### config.mk
export PLATFORM = sky130hd
export DESIGN_NAME = puf_serial_reader
export DESIGN_NICKNAME = d
export VERILOG_FILES = /design/src/rtl/puf_rd_pkg.sv /design/src/rtl/puf_cmd_rx.sv /design/src/rtl/puf_bank_port.sv /design/src/rtl/puf_frame_tx.sv /design/src/rtl/puf_serial_reader.sv
export SDC_FILE = /design/constraint.sdc
export NUM_CORES = 1
export LEC_CHECK = 0
export BUFFER_PORTS_ARGS = -buffer_cell sky130_fd_sc_hd__buf_2
export CORE_AREA = 2 2 285 287
export DETAILED_ROUTE_END_ITERATION = 10
export DIE_AREA = 0 0 287 289
export PLACE_DENSITY = 0.34
export SETUP_SLACK_MARGIN = 0.5
export SYNTH_ARGS = -nofsm -noshare
export SYNTH_HDL_FRONTEND = slang
export SYNTH_SLANG_ARGS = --single-unit
### constraint.sdc
create_clock -name clk -period 4.85 [get_ports clk]
set_input_delay 0.2425 -clock clk [delete_from_list [all_inputs] [get_ports clk]]
set_output_delay 0.2425 -clock clk [all_outputs]
set_load 0.05 [all_outputs]
### src/rtl/puf_rd_pkg.sv
package puf_rd_pkg;
    localparam int DEF_BANKS  = 11;
    localparam int DEF_SEL_W  = 4;
    localparam int DEF_ADDR_W = 11;
    localparam int DEF_WORD_W = 64;
    localparam int MARK_W     = 3;
    localparam logic [MARK_W-1:0] LEAD_MARK  = 3'b101;
    localparam logic [MARK_W-1:0] TRAIL_MARK = 3'b010;
endpackage

### src/rtl/puf_cmd_rx.sv
module puf_cmd_rx #(
    parameter int CMD_W = 15
) (
    input  logic             clk,
    input  logic             rst_n,
    input  logic             cs,
    input  logic             sdi,
    input  logic             hold,
    output logic             launch,
    output logic [CMD_W-1:0] cmd
);
    localparam int CNT_W = $clog2(CMD_W);

    typedef struct packed {
        logic [CMD_W-2:0] sh;
        logic [CNT_W-1:0] cnt;
    } rx_t;

    rx_t q, d;

    always_comb begin
        d      = q;
        launch = 1'b0;
        cmd    = {q.sh, sdi};
        if (!hold) begin
            if (!cs) begin
                d.cnt = '0;
            end else if (q.cnt == CNT_W'(CMD_W - 1)) begin
                launch = 1'b1;
                d.cnt  = '0;
            end else begin
                d.sh  = {q.sh[CMD_W-3:0], sdi};
                d.cnt = q.cnt + 1'b1;
            end
        end
    end

    always_ff @(posedge clk or negedge rst_n) begin
        if (!rst_n) q <= '0;
        else        q <= d;
    end
endmodule

### src/rtl/puf_bank_port.sv
module puf_bank_port #(
    parameter int NUM_BANKS = 11,
    parameter int SEL_W     = 4,
    parameter int ADDR_W    = 11,
    parameter int WORD_W    = 64,
    parameter logic [NUM_BANKS*8-1:0] BANK_WIDTHS = {NUM_BANKS{8'd64}}
) (
    input  logic                        clk,
    input  logic                        rst_n,
    input  logic                        launch,
    input  logic [SEL_W-1:0]            sel,
    input  logic [ADDR_W-1:0]           addr,
    output logic [NUM_BANKS-1:0]        mem_rd_en,
    output logic [ADDR_W-1:0]           mem_addr,
    input  logic [NUM_BANKS*WORD_W-1:0] mem_rdata,
    output logic [WORD_W-1:0]           word
);
    typedef struct packed {
        logic [NUM_BANKS-1:0] rd_en;
        logic [ADDR_W-1:0]    addr;
        logic [SEL_W-1:0]     sel;
        logic                 sel_ok;
    } port_t;

    port_t q, d;

    always_comb begin
        d       = q;
        d.rd_en = '0;
        if (launch) begin
            d.sel    = sel;
            d.addr   = addr;
            d.sel_ok = (int'(sel) < NUM_BANKS);
            d.rd_en  = d.sel_ok ? (NUM_BANKS'(1) << sel) : '0;
        end
    end

    always_ff @(posedge clk or negedge rst_n) begin
        if (!rst_n) q <= '0;
        else        q <= d;
    end

    logic [WORD_W-1:0] masked [NUM_BANKS];

    for (genvar b = 0; b < NUM_BANKS; b++) begin : g_bank
        localparam int BW = int'(BANK_WIDTHS[b*8 +: 8]);
        logic [WORD_W-1:0] keep;
        always_comb begin
            for (int j = 0; j < WORD_W; j++) keep[j] = (j < BW);
        end
        assign masked[b] = mem_rdata[b*WORD_W +: WORD_W] & keep;
    end

    always_comb begin
        word = '0;
        for (int b = 0; b < NUM_BANKS; b++) begin
            if (q.sel_ok && (q.sel == SEL_W'(b))) word = masked[b];
        end
    end

    assign mem_rd_en = q.rd_en;
    assign mem_addr  = q.addr;
endmodule

### src/rtl/puf_frame_tx.sv
module puf_frame_tx
    import puf_rd_pkg::*;
#(
    parameter int WORD_W = 64
) (
    input  logic              clk,
    input  logic              rst_n,
    input  logic              launch,
    input  logic [WORD_W-1:0] word,
    output logic              sdo,
    output logic              busy
);
    localparam int FRAME_W  = WORD_W + 2 * MARK_W;
    localparam int IDX_W    = $clog2(FRAME_W + 1);
    localparam int LOAD_IDX = MARK_W - 1;

    typedef struct packed {
        logic              busy;
        logic              sdo;
        logic [IDX_W-1:0]  idx;
        logic [WORD_W-1:0] data;
    } tx_t;

    tx_t q, d;
    int  i;
    logic bit_v;

    always_comb begin
        i = int'(q.idx);
        if (i < MARK_W)               bit_v = LEAD_MARK[MARK_W-1-i];
        else if (i < MARK_W + WORD_W) bit_v = q.data[WORD_W-1-(i-MARK_W)];
        else if (i < FRAME_W)         bit_v = TRAIL_MARK[FRAME_W-1-i];
        else                          bit_v = 1'b1;
    end

    always_comb begin
        d = q;
        if (!q.busy) begin
            if (launch) begin
                d.busy = 1'b1;
                d.sdo  = LEAD_MARK[MARK_W-1];
                d.idx  = IDX_W'(1);
            end
        end else if (q.idx == IDX_W'(FRAME_W)) begin
            d.busy = 1'b0;
            d.sdo  = 1'b1;
            d.idx  = '0;
        end else begin
            d.sdo = bit_v;
            d.idx = q.idx + 1'b1;
            if (q.idx == IDX_W'(LOAD_IDX)) d.data = word;
        end
    end

    always_ff @(posedge clk or negedge rst_n) begin
        if (!rst_n) q <= '{busy: 1'b0, sdo: 1'b1, idx: '0, data: '0};
        else        q <= d;
    end

    assign sdo  = q.sdo;
    assign busy = q.busy;
endmodule

### src/rtl/puf_serial_reader.sv
module puf_serial_reader
    import puf_rd_pkg::*;
#(
    parameter int NUM_BANKS = DEF_BANKS,
    parameter int SEL_W     = DEF_SEL_W,
    parameter int ADDR_W    = DEF_ADDR_W,
    parameter int WORD_W    = DEF_WORD_W,
    parameter logic [NUM_BANKS*8-1:0] BANK_WIDTHS = {NUM_BANKS{8'd64}}
) (
    input  logic                        clk,
    input  logic                        rst_n,
    input  logic                        cs,
    input  logic                        sdi,
    output logic                        sdo,
    output logic                        busy,
    output logic [NUM_BANKS-1:0]        mem_rd_en,
    output logic [ADDR_W-1:0]           mem_addr,
    input  logic [NUM_BANKS*WORD_W-1:0] mem_rdata
);
    localparam int CMD_W = SEL_W + ADDR_W;

    logic             launch;
    logic [CMD_W-1:0] cmd;
    logic [WORD_W-1:0] word;

    puf_cmd_rx #(.CMD_W(CMD_W)) u_rx (
        .clk    (clk),
        .rst_n  (rst_n),
        .cs     (cs),
        .sdi    (sdi),
        .hold   (busy),
        .launch (launch),
        .cmd    (cmd)
    );

    puf_bank_port #(
        .NUM_BANKS   (NUM_BANKS),
        .SEL_W       (SEL_W),
        .ADDR_W      (ADDR_W),
        .WORD_W      (WORD_W),
        .BANK_WIDTHS (BANK_WIDTHS)
    ) u_port (
        .clk       (clk),
        .rst_n     (rst_n),
        .launch    (launch),
        .sel       (cmd[CMD_W-1 -: SEL_W]),
        .addr      (cmd[ADDR_W-1:0]),
        .mem_rd_en (mem_rd_en),
        .mem_addr  (mem_addr),
        .mem_rdata (mem_rdata),
        .word      (word)
    );

    puf_frame_tx #(.WORD_W(WORD_W)) u_tx (
        .clk    (clk),
        .rst_n  (rst_n),
        .launch (launch),
        .word   (word),
        .sdo    (sdo),
        .busy   (busy)
    );
endmodule

After elaboration in Yosys (flattened, before gate mapping)

Cells that the tools add are included.

$add $sub $neg: 6
Order comparisons: 7
Equal/unequal tests: 13
Shift-type cells: 1
Mux-type cells: 34
Bitwise gates (word level): 3
Reductions and logical operators: 15

Operator list:

| kind                  | number |
|---|---|
| $mux 64               | 11 |
| $lt 32x4->1 const B   | 2 |
| $lt 32x8->1 const B   | 1 |
| $sub 7x32->32 const A | 1 |
| $mux 27               | 1 |
| $mux 9                | 2 |
| $eq 4x3->1 const B    | 4 |
| $eq 4x4->1 const B    | 4 |
| $lt 7x7->1 const B    | 2 |
| $mux 1                | 13 |
| $logic_and 1x1->1     | 11 |
| $mux 11               | 1 |
| $shl 1x4->11 const A  | 1 |
| $eq 4x2->1 const B    | 2 |
| $mux 4                | 2 |
| $mux 8                | 1 |
| $sub 2x7->8 const A   | 1 |
| $sub 7x2->8 const B   | 1 |
| $sub 7x7->8 const A   | 1 |
| $add 7x1->7 const B   | 1 |
| $eq 7x2->1 const B    | 1 |
| $eq 7x7->1 const B    | 1 |
| $lt 7x2->1 const B    | 1 |
| $bmux 1 s6            | 1 |
| 8 further kinds       | 12 |

Register bits after elaboration: 118
Input bits: 708
Output and inout bits: 24
Word-level logic and storage cells: 89

Longest topological paths before layout

Word-level depth: 13
Gate-level depth with buffers: 12
Gate-level depth less buffers: 8

By module

Synthesis repeated with hierarchy kept, for this count alone.

Cell total of the unflattened synthesis: 1269
Area total of the unflattened synthesis: 12370.6 um^2

By module, submodules not included:

| module        | times used | cells each | area each (um^2) | sequential area each (um^2) |
|---|---|---|---|---|
| puf_bank_port | 1          | 916        | 7631.1           | 675.6 |
| puf_frame_tx  | 1          | 284        | 3832.4           | 1828.0 |
| puf_cmd_rx    | 1          | 69         | 907.1            | 450.4 |

Worst setup path before layout

Ideal clock, no wire load.

Kind: reg2reg
Start point: reg u_tx.q (netlist bit u_tx.i[0])
End point: reg u_tx.q (netlist bit u_tx.sdo)
Setup time: 0.084 ns
Data arrival time: 3.005 ns
Required time: 4.766 ns
Path slack: 1.761 ns
Stages on the path, launching flop included: 12
Path buffers: 4
Clock period less this slack: 3.089 ns
Cells stage by stage: dfrtp_1 > buf_6 > buf_2 > inv_1 > ha_1 > clkbuf_1 > clkbuf_1 > mux4_2 > mux4_2 > a21o_1 > nand4_1 > nand3_1

Cells in the longest elaborated chain, start to end: 9
Elaborated cells on any way between the ends: 22
Those cells by class: add/sub (4); order compare (3); eq/ne (1); mux (14)

RTL lines:

| what                                          | line                                   | RTL |
|---|---|---|
| start, declared                               | puf_frame_tx.sv:24                     | `tx_t q, d;` |
| start signal, assigned                        | puf_frame_tx.sv:56                     | `if (!rst_n) q <= '{busy: 1'b0, sdo: 1'b1, idx: '0, data: '0};` |
| $sub 7x2->8 or $sub 7x7->8 (tied branches)    | puf_frame_tx.sv:31, puf_frame_tx.sv:32 |  |
| $sub 7x32->32 or $bmux 1 s2 (tied branches)   | puf_frame_tx.sv:31, puf_frame_tx.sv:32 |  |
| $bmux 1 s6 or $mux 1 (tied branches)          | puf_frame_tx.sv:31, puf_frame_tx.sv:32 |  |
| $mux 1, on equally long branches (2 in a row) | puf_frame_tx.sv:31, puf_frame_tx.sv:32 |  |
| $mux 1                                        | puf_frame_tx.sv:31                     | `else if (i < MARK_W + WORD_W) bit_v = q.data[WORD_W-1-(i-MARK_W)];` |
| $mux 1                                        | puf_frame_tx.sv:30                     | `if (i < MARK_W) bit_v = LEAD_MARK[MARK_W-1-i];` |
| $mux 8 (*)                                    | puf_frame_tx.sv:44                     | `end else if (q.idx == IDX_W'(FRAME_W)) begin` |
| $mux 9 (*)                                    | puf_frame_tx.sv:38                     | `if (!q.busy) begin` |

Every way passes the cells marked *; elsewhere a longest branch is shown, timed or not. The select of a mux whose other input is x is not followed.
A chain may end at the register's enable or synchronous reset.

Worst setup path in the final report

Start point: reg u_port.q[1] (netlist name)
End point: reg u_tx.q[56] (netlist name)

Cells in the longest elaborated chain, start to end: 13
Elaborated cells on any way between the ends: 33
Those cells by class: eq/ne (10); mux (11); reduce/logical (12)

RTL lines:

| what                   | line                | RTL |
|---|---|---|
| start, declared        | puf_bank_port.sv:25 | `port_t q, d;` |
| start signal, assigned | puf_bank_port.sv:39 | `if (!rst_n) q <= '0;` |
| start signal, assigned | puf_bank_port.sv:40 | `else q <= d;` |
| $logic_not 4->1        | puf_bank_port.sv:57 | `if (q.sel_ok && (q.sel == SEL_W'(b))) word = masked[b];` |
| $logic_and 1x1->1      | puf_bank_port.sv:57 |  |
| $mux 64 (10 in a row)  | puf_bank_port.sv:57 |  |
| $mux 64 (*)            | puf_bank_port.sv:57 |  |

Every way passes the cells marked *; elsewhere a longest branch is shown, timed or not.

==> flow_summary_export.csv <==
group,metric,value,unit
status,status,"completed",
critical_path,cp_max_fo,56,
power_and_ir_drop,power.density,189,nW/um^2
placed_design,routabilityCongestion,0.922,
timing,rsz0062_at_grt,"false",
routing,postRouteWirelength,95400,microns
synthesis,synthXorXnorAreaFrac,0.00321,
routing,antenna_left,0,
routing,drt_iter0_markers,1191,
synthesis,yosysUniqueCellTypes,70,
timing,setup-tns-final,0,ns
timing,final.setup.worst_slack,1.42,ns
clocking,cts.sink_count,118,
routing,drt_first_pass_iters,5,
die,die_w,287,microns
clocking,clock_path_buffers,2,
clocking,post_cts_buffers,0,
routing,num_vias,14300,
min_path,hp-class,"input port to flip-flop",
synthesis,syn_area,10900,sq um
grt,first_global_vias,14400,
synthesis,synthCells,1234,
layout,final_area,16100,sq um
grt,track_usage,0.222,
synthesis,yosysMostFrequentCell,"nand2_1",
layout,nets,2576,
synthesis,ys_ff_latch,118,
critical_path,cp_data_required_time,5.16,ns
die,coreArea,79900,sq um
grt,grt_max_degree,73,
synthesis,syn-mean-instance-area,8.84,sq um
power_and_ir_drop,total_power,3.05,mW
timing,slew_headroom,0.308,
clocking,numCtsBuffers,17,
synthesis,synth_top_family_by_area,"compound AO/OA/AOI/OAI gates",
power_and_ir_drop,peakVddDrop,290,uV
placed_design,place_area,15400,sq um
placed_design,pre_cts_ws,1.45,ns
synthesis,yosysTopAreaCell,"dfrtp_1",
run,drv_cap,0,
synthesis,synth_fa_ha_area_frac,0.00573,
timing,finalHoldViolations,0,
die,dieArea,82900,sq um
synthesis,synth_common_cells,"nand2_1 (152), dfrtp_1 (117), o21ai_0 (107), nor2_1 (94), a21oi_1 (86)",
critical_path,start_kind,"flip-flop",
placed_design,dp_hpwl,80900,microns
synthesis,synth.area.mux_share,0.198,
timing,timing.hold.ws,0.0346,ns
layout,syn_to_final_growth,47.5,%
timing,fin_crit,3.43,ns
die,fp-row-count,104,
grt,grt_pass1_wl,125000,microns
synthesis,synth_seq_area_share,0.271,
die,ios,732,
timing,timing.final.crit_share,0.708,
die,initial_core_util,0.137,
synthesis,yosys_warnings,0,
layout,drive_gt1_frac,0.495,
synthesis,synth_compound_area_frac,0.316,
routing,post-route-drc-count,0,
timing,fmaxAchievable,291,MHz
clocking,path_clk_slew,0.07,ns
clocking,cts_root_buffer,"clkbuf_16",
timing,worstMarginPinSlew,1.03,ns
synthesis,synth_area_leaders,"dfrtp_1 (27%), mux4_2 (15%), nand2_1 (5.2%)",
power_and_ir_drop,p_leak,7.25,nW
synthesis,ys.flop_type,"dfrtp_1",
clocking,cts_tree,"yes",
die,dieHeight,289,microns
critical_path,crit_arrival,3.74,ns
synthesis,synth_top_area_share,0.268,
routing,wl_per_cell,32.1,microns
critical_path,worstSetupEndpointType,"flip-flop",
grt,antenna_found_initial,105,
timing,maxSlewViolCount,0,
timing,fin_worst_skew,0.00960,ns
grt,grt_remaining_overflow,0,
synthesis,syn_nets,1947,
routing,drt-vias-per-instance,4.81,
clocking,worstSkewPairLatency,0.48,ns
placed_design,portBuffers,731,
clocking,htree_levels,4,
synthesis,async_flop_share,1.00,
synthesis,synth_edf_count,0,
timing,finalSetupViolCount,0,
synthesis,synth-simple-area-share,0.130,
critical_path,path_class,"flip-flop to flip-flop",
## layout by cell type, fill, tap and decap left out, types with 10 or more instances in the layout
master,instances
a21oi_1,86
a221o_1,29
a221oi_1,51
a22o_1,16
a22oi_1,31
and3_1,14
buf_2,730
buf_4,33
clkbuf_16,17
dfrtp_1,115
diode_2,34
mux2_2,40
mux4_2,71
nand2_1,151
nand2b_1,13
nand3_1,10
nor2_1,91
o21ai_0,107
o21ai_1,30
o221ai_1,29
o22ai_1,43
## metrics by stage
stage,instances,util
after detailed placement,2902,0.193
after CTS,2936,0.200
after floorplan,1234,-
after global placement,2902,0.193
after global routing,2949,0.201
final,2970,0.201
## registers in the layout (all words and copies together), names as in the netlist
| name | flops |
|---|---|
| u_port.mem_addr | 11 |
| u_port.mem_rd_en | 11 |
| u_port.q | 5 |
| u_rx.cmd | 14 |
| u_rx.q | 4 |
| u_tx.busy | 1 |
| u_tx.i | 7 |
| u_tx.q | 64 |
| u_tx.sdo | 1 |
## report_power, final
group          switching [mW]  internal (mW)
sequential             0.0525           1.02
clock                   0.562          0.707
combinational           0.347          0.355
## worst max-delay path: stages (launching register included)
cell and delay (ns):
dfrtp_4 0.95, nand2b_1 0.19, buf_4 0.27, nor2_4 0.16
buf_4 0.30, a221o_1 0.41, a211oi_1 0.69, o22ai_1 0.21
## final timing paths
path | startpoint | endpoint | slack (ns) | cells after the start
worst min-delay path | sdi | u_port.mem_addr[0]$_DFFE_PN0P_ | 0.03 | 2
worst max register to register | u_port.q[1]$_DFFE_PN0P_ | u_tx.q[56]$_DFFE_PN0P_ | 1.42 | 7
max in group asynchronous | rst_n | u_port.q[2]$_DFFE_PN0P_ | 3.45 | 3
worst max-delay path | u_port.q[1]$_DFFE_PN0P_ | u_tx.q[56]$_DFFE_PN0P_ | 1.42 | 7
min in group asynchronous | rst_n | u_rx.q[2]$_DFFE_PN0N_ | 0.34 | 2
worst min register to register | u_tx.q[37]$_DFFE_PN0P_ | u_tx.q[37]$_DFFE_PN0P_ | 0.49 | 1
## logic make-up (layout without fill, tap and decap cells)
logic type / after synthesis / after routing
xor gates and xnor gates: 4 / 4
and+or+nand+nor: 320 / 320
adders and majority gates: 5 / 5
muxes: 119 / 119
other: 0 / 34
AOI/OAI and AO/OA: 505 / 505
buffers and inverters: 163 / 805
DFF: 118 / 118
## metal layers
metal	routed length [microns]	GRT usage
met1	41300	0.298
met2	43700	0.347
met3	8600	0.0697
met4	1490	0.0508
met5	301	0
## layout make-up
class,instances,area (sq um)
timing repair buffer,767,3950
fill,9198,63800
clock buffer,19,433
inverter,6,22.5
clock inverter,13,124
tap,1060,1330
antenna,34,85.1
multi-input combinational,953,7190
sequential,118,2960
## timing repair
item	in CTS	in global routing
resized for setup	0	0
hold buffers	2	0
hold endpoints to repair	58	0
No activity file was read; power rests on OpenSTA's default activity.
